===== src/rtl/sw_rom_pkg.sv =====
package sw_rom_pkg;

    localparam logic [7:0] CODE_READ    = 8'h33;
    localparam logic [7:0] CODE_MATCH   = 8'h55;
    localparam logic [7:0] CODE_SEARCH  = 8'hF0;
    localparam logic [7:0] CODE_SKIP    = 8'hCC;
    localparam logic [7:0] CODE_RESUME  = 8'hA5;
    localparam logic [7:0] CODE_FSKIP   = 8'h3C;
    localparam logic [7:0] CODE_FMATCH  = 8'h69;

    typedef enum logic [3:0] {
        ST_WAIT,     // idle until bus reset
        ST_CMD,      // collecting command byte
        ST_READ,     // shifting registration number out
        ST_MATCH,    // comparing received address
        ST_SR_TRUE,  // search: send true bit
        ST_SR_CMPL,  // search: send complement
        ST_SR_PICK,  // search: read master choice
        ST_FUNC      // function layer selected
    } sel_state_e;

    typedef enum logic [2:0] {
        ACT_NONE,
        ACT_READ,
        ACT_MATCH,
        ACT_SEARCH,
        ACT_SKIP,
        ACT_RESUME,
        ACT_FSKIP,
        ACT_FMATCH
    } rom_act_e;

endpackage


===== src/rtl/sw_rom_cmd_decode.sv =====
module sw_rom_cmd_decode
    import sw_rom_pkg::*;
#(
    parameter int CMD_W = 8
) (
    input  logic [CMD_W-1:0] code,
    output rom_act_e         act
);
    always_comb begin
        case (8'(code))
            CODE_READ:   act = ACT_READ;
            CODE_MATCH:  act = ACT_MATCH;
            CODE_SEARCH: act = ACT_SEARCH;
            CODE_SKIP:   act = ACT_SKIP;
            CODE_RESUME: act = ACT_RESUME;
            CODE_FSKIP:  act = ACT_FSKIP;
            CODE_FMATCH: act = ACT_FMATCH;
            default:     act = ACT_NONE;
        endcase
    end
endmodule


===== src/rtl/sw_rom_id_mux.sv =====
module sw_rom_id_mux #(
    parameter int ID_W = 64,
    localparam int IDX_W = $clog2(ID_W)
) (
    input  logic [ID_W-1:0]  id,
    input  logic [IDX_W-1:0] idx,
    output logic             bit_o
);
    logic [ID_W-1:0] hit;
    for (genvar g = 0; g < ID_W; g++) begin : g_sel
        assign hit[g] = (idx == IDX_W'(g)) & id[g];
    end
    assign bit_o = |hit;
endmodule


===== src/rtl/sw_rom_selector.sv =====
module sw_rom_selector
    import sw_rom_pkg::*;
#(
    parameter int              ID_W   = 64,
    parameter int              CMD_W  = 8,
    parameter logic [ID_W-1:0] REG_ID = 64'hC35A0F96E17B2428
) (
    input  logic clk,
    input  logic rst_n,
    input  logic bus_rst,
    input  logic bus_rst_std,
    input  logic slot_stb,
    input  logic slot_bit,
    output logic tx_en,
    output logic tx_bit,
    output logic func_sel,
    output logic od_flag,
    output logic rc_flag
);
    localparam int IDX_W = $clog2(ID_W);
    localparam logic [IDX_W-1:0] LAST_ID  = IDX_W'(ID_W - 1);
    localparam logic [IDX_W-1:0] LAST_CMD = IDX_W'(CMD_W - 1);

    typedef struct packed {
        sel_state_e       st;
        logic [IDX_W-1:0] idx;
        logic [CMD_W-1:0] cmd;
        logic             od;
        logic             rc;
    } sel_regs_t;

    sel_regs_t  q, d;
    logic [CMD_W-1:0] cmd_full;
    rom_act_e   act;
    logic       id_bit;
    logic       last_bit;

    assign cmd_full = {slot_bit, q.cmd[CMD_W-1:1]};
    assign last_bit = (q.idx == LAST_ID);

    sw_rom_cmd_decode #(.CMD_W(CMD_W)) u_dec (
        .code (cmd_full),
        .act  (act)
    );

    sw_rom_id_mux #(.ID_W(ID_W)) u_mux (
        .id    (REG_ID),
        .idx   (q.idx),
        .bit_o (id_bit)
    );

    always_comb begin
        d = q;
        if (bus_rst) begin
            d.st  = ST_CMD;
            d.idx = '0;
            d.cmd = '0;
            if (bus_rst_std) d.od = 1'b0;
        end else if (slot_stb) begin
            case (q.st)
                ST_CMD: begin
                    d.cmd = cmd_full;
                    if (q.idx == LAST_CMD) begin
                        d.idx = '0;
                        case (act)
                            ACT_READ: begin
                                d.rc = 1'b0;
                                d.st = ST_READ;
                            end
                            ACT_MATCH: begin
                                d.rc = 1'b0;
                                d.st = ST_MATCH;
                            end
                            ACT_SEARCH: begin
                                d.rc = 1'b0;
                                d.st = ST_SR_TRUE;
                            end
                            ACT_SKIP: begin
                                d.rc = 1'b0;
                                d.st = ST_FUNC;
                            end
                            ACT_RESUME: begin
                                d.st = q.rc ? ST_FUNC : ST_WAIT;
                            end
                            ACT_FSKIP: begin
                                d.rc = 1'b0;
                                d.od = 1'b1;
                                d.st = ST_FUNC;
                            end
                            ACT_FMATCH: begin
                                d.rc = 1'b0;
                                d.od = 1'b1;
                                d.st = ST_MATCH;
                            end
                            default: d.st = ST_WAIT;
                        endcase
                    end else begin
                        d.idx = q.idx + 1'b1;
                    end
                end
                ST_READ: begin
                    if (last_bit) d.st = ST_FUNC;
                    else          d.idx = q.idx + 1'b1;
                end
                ST_SR_TRUE: d.st = ST_SR_CMPL;
                ST_SR_CMPL: d.st = ST_SR_PICK;
                ST_MATCH, ST_SR_PICK: begin
                    if (slot_bit != id_bit) begin
                        d.st = ST_WAIT;
                    end else if (last_bit) begin
                        d.rc = 1'b1;
                        d.st = ST_FUNC;
                    end else begin
                        d.idx = q.idx + 1'b1;
                        if (q.st == ST_SR_PICK) d.st = ST_SR_TRUE;
                    end
                end
                default: ;
            endcase
        end
    end

    always_ff @(posedge clk or negedge rst_n) begin
        if (!rst_n) begin
            q.st  <= ST_WAIT;
            q.idx <= '0;
            q.cmd <= '0;
            q.od  <= 1'b0;
            q.rc  <= 1'b0;
        end else begin
            q <= d;
        end
    end

    always_comb begin
        tx_en  = (q.st == ST_READ) || (q.st == ST_SR_TRUE) || (q.st == ST_SR_CMPL);
        tx_bit = 1'b1;
        if (q.st == ST_READ || q.st == ST_SR_TRUE) tx_bit = id_bit;
        else if (q.st == ST_SR_CMPL)               tx_bit = ~id_bit;
    end

    assign func_sel = (q.st == ST_FUNC);
    assign od_flag  = q.od;
    assign rc_flag  = q.rc;

endmodule


===== config.mk =====
export PLATFORM = sky130hd
export DESIGN_NAME = sw_rom_selector
export DESIGN_NICKNAME = d
export VERILOG_FILES = /design/src/rtl/sw_rom_pkg.sv /design/src/rtl/sw_rom_cmd_decode.sv /design/src/rtl/sw_rom_id_mux.sv /design/src/rtl/sw_rom_selector.sv
export SDC_FILE = /design/constraint.sdc
export NUM_CORES = 1
export LEC_CHECK = 0
export BUFFER_PORTS_ARGS = -buffer_cell sky130_fd_sc_hd__buf_2
export CORE_MARGIN = 2
export CORE_UTILIZATION = 54
export DETAILED_ROUTE_END_ITERATION = 8
export PLACE_DENSITY_LB_ADDON = 0.05
export RECOVER_POWER = 50
export SYNTH_ARGS = -nofsm -noshare
export SYNTH_HDL_FRONTEND = slang
export SYNTH_SLANG_ARGS = --single-unit

===== constraint.sdc =====
create_clock -name clk -period 2.7 [get_ports clk]
set_input_delay 0.27 -clock clk [delete_from_list [all_inputs] [get_ports clk]]
set_output_delay 0.27 -clock clk [all_outputs]
set_load 0.03 [all_outputs]

==> impl_results.md, run 1 <==
* CTS sink count at 18
* Input/output buffers at 10
* Via count at 1583
* Die Ht at 58.2 um
* Core ar. at 2780 um^2
* Synth area leader: dfrtp_1
* Netlist cell types at 55
* Worst-path clk slew at 0.11 ns
* Grt ovf at 0
* Maximum fanout along the worst path at 4
* Synth Warn # at 0
* Highest clock rate at 0.348 GHz
* WS Path Type: reg -> reg
* Area share of the largest cell type after synthesis at 28.4%
* Setup tns final at -1.01 ns
* RR Endpoint: q[18]
* Max Used Layer: met4
* Worst setup SP type: register
* Initial DRC Count at 93
* Mapped Nets at 205
* Setup ws final at -0.171 ns
* Layout Nets at 226
* Ranking of synthesized cells by area: dfrtp_1 (28%), a21oi_1 (4.4%), nand3_1 (4.4%)
* GP Congestion at 0.922
* CP required at 2.89 ns
* Crit-path cells: inv_2 > ha_4 > or3_4 > a21oi_2 > nor4_1 > or4_4 > buf_6 > nor3_4 > buf_4 > nor2_4 > a31oi_4 > mux2_1
* Crit path capture type: register
* Failing checks: negative setup slack
* Crit path largest cell delay at 0.47 ns
* Avg Cell Area, Syn at 8.14 um^2
* Synth async-reset ratio at 100%
* RSZ-0062 raised after global routing: yes
* Rows at 19
* Skew final at 0.00340 ns
* Mapped cell area at 1590 um^2
* Synth top cells by count: dfrtp_1 (18), nor2_1 (18), nand2_1 (17), a21oi_1 (14), nand3_1 (14)
* CTS tree: yes
* WL met2 at 1940 um
* Final hold vios at 0
* Status: finished, violations left
* N_diodes at 0
* WL met3 at 162 um
* FF/Latch Area at 453 um^2
* Largest net degree at the start of global routing at 19
* Worst-skew pair later-pin latency at 0.30 ns
* IR Drop Worst-Case VDD at 0.257 mV
* Clock buffer depth at 2
* Register area share after synthesis at 28.4%
* CTS buffer count at 3
* Top FF cell, synth: dfrtp_1
* Yosys reg bits at 18
* Post-Syn Instances at 195
* Max H-tree Level at 1
* Area Overhead vs Synth at 21.4%
* Worst path arrival time at 3.06 ns
* Worst setup startpoint: q[10]
* Fin crit period at 2.87 ns
* Final worst-path cycle share at 106%
* Worst min path class: in -> reg
* Initial core utilization at 57.1%
* Chip width at 58.2 um
* Filler cells at 234
* DP HPWL at 2820 um
* DRC viols at 0
* First-pass detailed-route iteration total at 4
* Slew HR at 37.2%
* Area of the multi-input gates at 1170 um^2
* Leak at 0.000812 uW
* Path depth of the worst reg2reg path at 12
* Crit-path slowest cell: or4_4
* Boundary pin count at 11
* Vias per inst at 6.43
* Root buffer cell: clkbuf_4
* Dpl ws at -0.0410 ns
* Share of post-route cells with drive strength above 1 at 28.8%
* Max-Cap Viols at 0
* First-pass GRT wire length at 6800 um
* Tot GR Track Use at 26.0%
* Post-DR wirelength/cell at 16.6 um
* Slew @ Worst Pin at 0.941 ns
* R2r setup slk at -0.17 ns
* Routed Antenna Nets at 0
* Worst R2R Start: q[10]
* Initial antenna violation count at 0
* Critical Path End: q[18]
* M1 wire length at 1910 um
* Total Power at 537 uW
* Final Max Tran Viols at 0
* Power Density at 279 nW/um^2
* Routed WL at 4100 um
* Vias in the first global route at 1527
* Die area at 3390 um^2
* Endpoints failing setup at 11
* Post-synth EDFFs at 0
-- layout make-up --
cell class / instances / share of cell area, %
Multi-Input combinational cell: 158 / 60.8
Inverter: 7 / 1.36
Tap cell: 31 / 2.01
Clock buffer: 4 / 1.88
Sequential cell: 18 / 23.5
Timing Repair Buffer: 28 / 10.4
-- logic make-up after synthesis --
family / share of synthesized area, %
xor gates and xnor gates: 1.10
DFF: 28.4
AOI/OAI and AO/OA: 24.4
and+or+nand+nor: 33.2
muxes: 4.81
adders and majority gates: 3.15
buffers and inverters: 5.04
-- what timing repair did --
action	4_1_cts	5_1_grt
gates resized for setup	21	8
setup endpoints to repair	6	11
hold endpoints to repair	18	0
gates cloned	0	0
pin swaps	7	6
setup buffers	4	0
hold buffers	1	0
-- critical path, delay by kind of cell (launching register included) --
family	cells	cell delay, ns
flops	1	0.44
simple gates	5	1.16
compound gates	2	0.29
buf+inv	3	0.38
fa+ha+maj	1	0.16
mux	1	0.34
-- routing by layer --
metal  vias to the layer above  GRT usage [%]
met5                         -              0
met4                         0           9.63
met3                        11           2.90
met2                        40           41.7
met1                       772           36.1
li1                        760              -
-- through the flow --
step | utilization [%] | std cells | hold WS, ns | cell area, um^2
3_3_place_gp | 62.3 | 237 | 0.215 | 1730
6_report | 69.3 | 246 | 0.267 | 1930
4_1_cts | 68.1 | 246 | 0.258 | 1890
3_5_place_dp | 62.3 | 237 | 0.219 | 1730
5_1_grt | 69.3 | 246 | 0.307 | 1930
2_1_floorplan | - | 195 | -0.0256 | 1600
-- worst min-delay path by stage --
stage | cells past startpoint | end | slack, ns | from
CTS | 4 | od_flag | 0.26 | bus_rst_std
global route | 4 | od_flag | 0.31 | bus_rst_std
detailed placement | 1 | cmd_full[2] | 0.22 | rst_n
global placement | 1 | cmd_full[3] | 0.22 | rst_n
finish | 4 | od_flag | 0.27 | bus_rst_std
floorplan | 0 | cmd_full[0] | -0.03 | rst_n
-- state kept, by name, indices dropped and copies added, names as in the netlist --
register,cells
cmd_full,7
od_flag,1
rc_flag,1
q,9
-- report_power, final --
part / switching, uW / total (uW) / internal (uW)
clock network: 87.9 / 170 / 82.2
registers: 7.73 / 282 / 274
logic: 47.5 / 85.0 / 37.5
total: 143 / 537 / 393
-- cell usage in the layout, fill, tap and decap left out, types with 2 or more instances in the layout --
master	instances
a31oi_1	2
o2111ai_1	2
dfrtp_2	2
nor4b_1	2
buf_2	8
buf_6	3
nor4bb_1	6
a21oi_1	8
nor4_1	3
nor2b_1	8
mux2_4	4
nor3_1	4
a21oi_2	6
inv_2	2
nor2_4	2
nand3_1	13
ha_4	2
ha_1	2
nor2_1	17
nand2b_1	4
mux2i_1	2
clkbuf_4	3
o21ai_1	4
a22o_1	7
dfrtp_1	16
and3_1	2
o21ai_0	5
inv_1	5
buf_4	15
a32oi_1	2
nor3b_1	2
nand2_1	17
Power figures use the tool's default switching activity.
==> run 2, diff against run 1 <==
--- a/config.mk
+++ b/config.mk
@@ -7,7 +7,7 @@
 export LEC_CHECK = 0
 export BUFFER_PORTS_ARGS = -buffer_cell sky130_fd_sc_hd__buf_2
 export CORE_MARGIN = 2
-export CORE_UTILIZATION = 54
+export CORE_UTILIZATION = 35
 export DETAILED_ROUTE_END_ITERATION = 8
 export PLACE_DENSITY_LB_ADDON = 0.05
 export RECOVER_POWER = 50
==> constraint.sdc (replaced) <==
create_clock -name clk -period 2.7 [get_ports clk]
set_input_delay 0.27 -clock clk [delete_from_list [all_inputs] [get_ports clk]]
set_output_delay 0.27 -clock clk [all_outputs]
set_load 0.02 [all_outputs]
==> run 2 against run 1 <==
  * The run still ends with negative setup slack left
  * Core utilization shrank 25 points
  * Combinational power shrank 2%
  * Clock power grew 13%
  * Critical path type is now reg -> out
  * Critical endpoint is now tx_bit
  * Highest routed layer unchanged
==> impl_results.md, run 2 (synthesis gave the netlist of run 1 again) <==
* Status: finished, violations left
* Failing checks: negative setup slack
* Input/output buffers at 10
* Clk pwr share at 34.4%
* Commonest non-fill, non-tap cell in the layout: buf_4
* Maximum fanout along the worst path at 4
* Largest register FFs at 9
* Root buffer cell: clkbuf_8
* Fin crit period at 2.83 ns
* Worst-path clk slew at 0.07 ns
* Highest clock rate at 0.353 GHz
* Flop pwr share at 50.6%
* Boundary pin count at 11
* Comb power frac at 15.0%
* DRC viols at 0
* Clock buffer depth at 2
* Leak at 0.000824 uW
* Die Ht at 71.4 um
* CTS sink count at 18
* Grt ovf at 0
* Vias per inst at 5.78
* Filler cells at 453
* RSZ-0062 raised after global routing: yes
* Post-DP Area at 1790 um^2
* Max-Cap Viols at 0
* Worst-skew pair later-pin latency at 0.26 ns
* CTS buffer count at 3
* Initial core utilization at 36.5%
* Share of the core filled with cells at 44.5%
* Largest net degree at the start of global routing at 19
* CTS tree: yes
* Rows at 24
* Via count at 1555
* Initial DRC Count at 34
* First-pass GRT wire length at 7110 um
* Slew @ Worst Pin at 1.06 ns
* Share of post-route cells with drive strength above 1 at 27.2%
* Worst setup SP type: register
* Final hold vios at 0
* N_diodes at 0
* Final worst-path cycle share at 105%
* Area Overhead vs Synth at 21.9%
* Routed WL at 4240 um
* Max H-tree Level at 1
* Layout Nets at 229
* IR Drop Worst-Case VDD at 0.179 mV
* Final Max Tran Viols at 0
* WS Path Type: reg -> out
* Commonest cells after routing, fill and taps aside: buf_4 (20), nor2_1 (17), nand2_1 (17), dfrtp_1 (17), nand3_1 (14)
* Slew HR at 29.6%
* Switching power total at 146 uW
* Vias in the first global route at 1567
* Worst hold slack at 0.312 ns
* Power Density at 287 nW/um^2
* Crit path capture type: output port
* Core ar. at 4350 um^2
* Tot GR Track Use at 17.3%
* First-pass detailed-route iteration total at 6
* Post-DR wirelength/cell at 15.8 um
* Worst path arrival time at 2.56 ns
* Die area at 5090 um^2
* Worst min path class: in -> reg
* Initial antenna violation count at 0
* R2r setup slk at -0.07 ns
* GP Congestion at 0.789
* Final instance area at 1940 um^2
* Skew final at 0.00250 ns
* Routed Antenna Nets at 0
* Chip width at 71.4 um
* Top reg by flops: q
* Setup ws final at -0.131 ns
* DP HPWL at 3170 um
* Switching share of power at 26.2%
* Area of the multi-input gates at 1140 um^2
* CP required at 2.43 ns
* Pint at 410 uW
* FF/Latch Area at 452 um^2
* Endpoints failing setup at 4
run 2: critical path: stages, from the launching register on:
cell	delay [ns]
dfrtp_2	0.42
inv_2	0.05
ha_2	0.17
buf_4	0.15
o211ai_1	0.17
a31oi_1	0.12
or4_4	0.60
nor2_4	0.16
xnor2_2	0.12
nor3_1	0.06
a21oi_1	0.13
buf_4	0.16
run 2: worst paths after layout:
kind                        startpoint           to  cells after the start
min in group asynchronous        rst_n  cmd_full[0]                      2
hold / removal             bus_rst_std      od_flag                      4
hold reg to reg                od_flag      od_flag                      2
setup reg to reg                 q[11]        q[15]                     10
max in group asynchronous        rst_n        q[11]                      2
setup / recovery                 q[11]       tx_bit                     11
run 2: metrics by stage:
step / total power (uW) / setup TNS (ns) / std cells / setup slack (ns)
5_1_grt: 585 / -1.24 / 269 / -0.288
6_report: 556 / -0.240 / 269 / -0.131
3_5_place_dp: 360 / -0.0236 / 263 / -0.0236
3_3_place_gp: 358 / 0 / 263 / 0.0125
2_1_floorplan: 324 / 0 / 195 / 0.0168
4_1_cts: 557 / -0.0907 / 267 / -0.0907
run 2: what timing repair did:
item                                    4_1_cts  5_1_grt
endpoints found under the setup margin        6        9
resized for setup                             4       17
hold endpoints to repair                     18        0
hold buffers                                  1        0
setup buffers                                 0        2
pin swaps                                     1       11
run 2: power groups by stage:
stage	Clock, uW	Combinational [uW]	Sequential, uW
floorplan	0	40.2	284
global placement	0	72.9	285
detailed placement	0	74.7	285
CTS	200	77.2	280
global route	211	92.0	282
finish	192	83.3	281
run 2: layout make-up:
| cell class | count | area share (%) |
|---|---|---|
| multi-input cells | 158 | 58.7 |
| flip-flops and latches | 18 | 23.3 |
| repair buffers | 31 | 11.1 |
| well taps | 52 | 3.36 |
| clock buffers | 3 | 2.13 |
| inverters | 7 | 1.36 |
run 2: layer usage:
layer,vias to the layer above,GRT usage (%),share of wire (%)
met5,-,0,0
met4,0,7.97,1.7
met3,5,1.55,3.1
met2,27,29.3,49
met1,754,22.4,46
li1,769,-,-
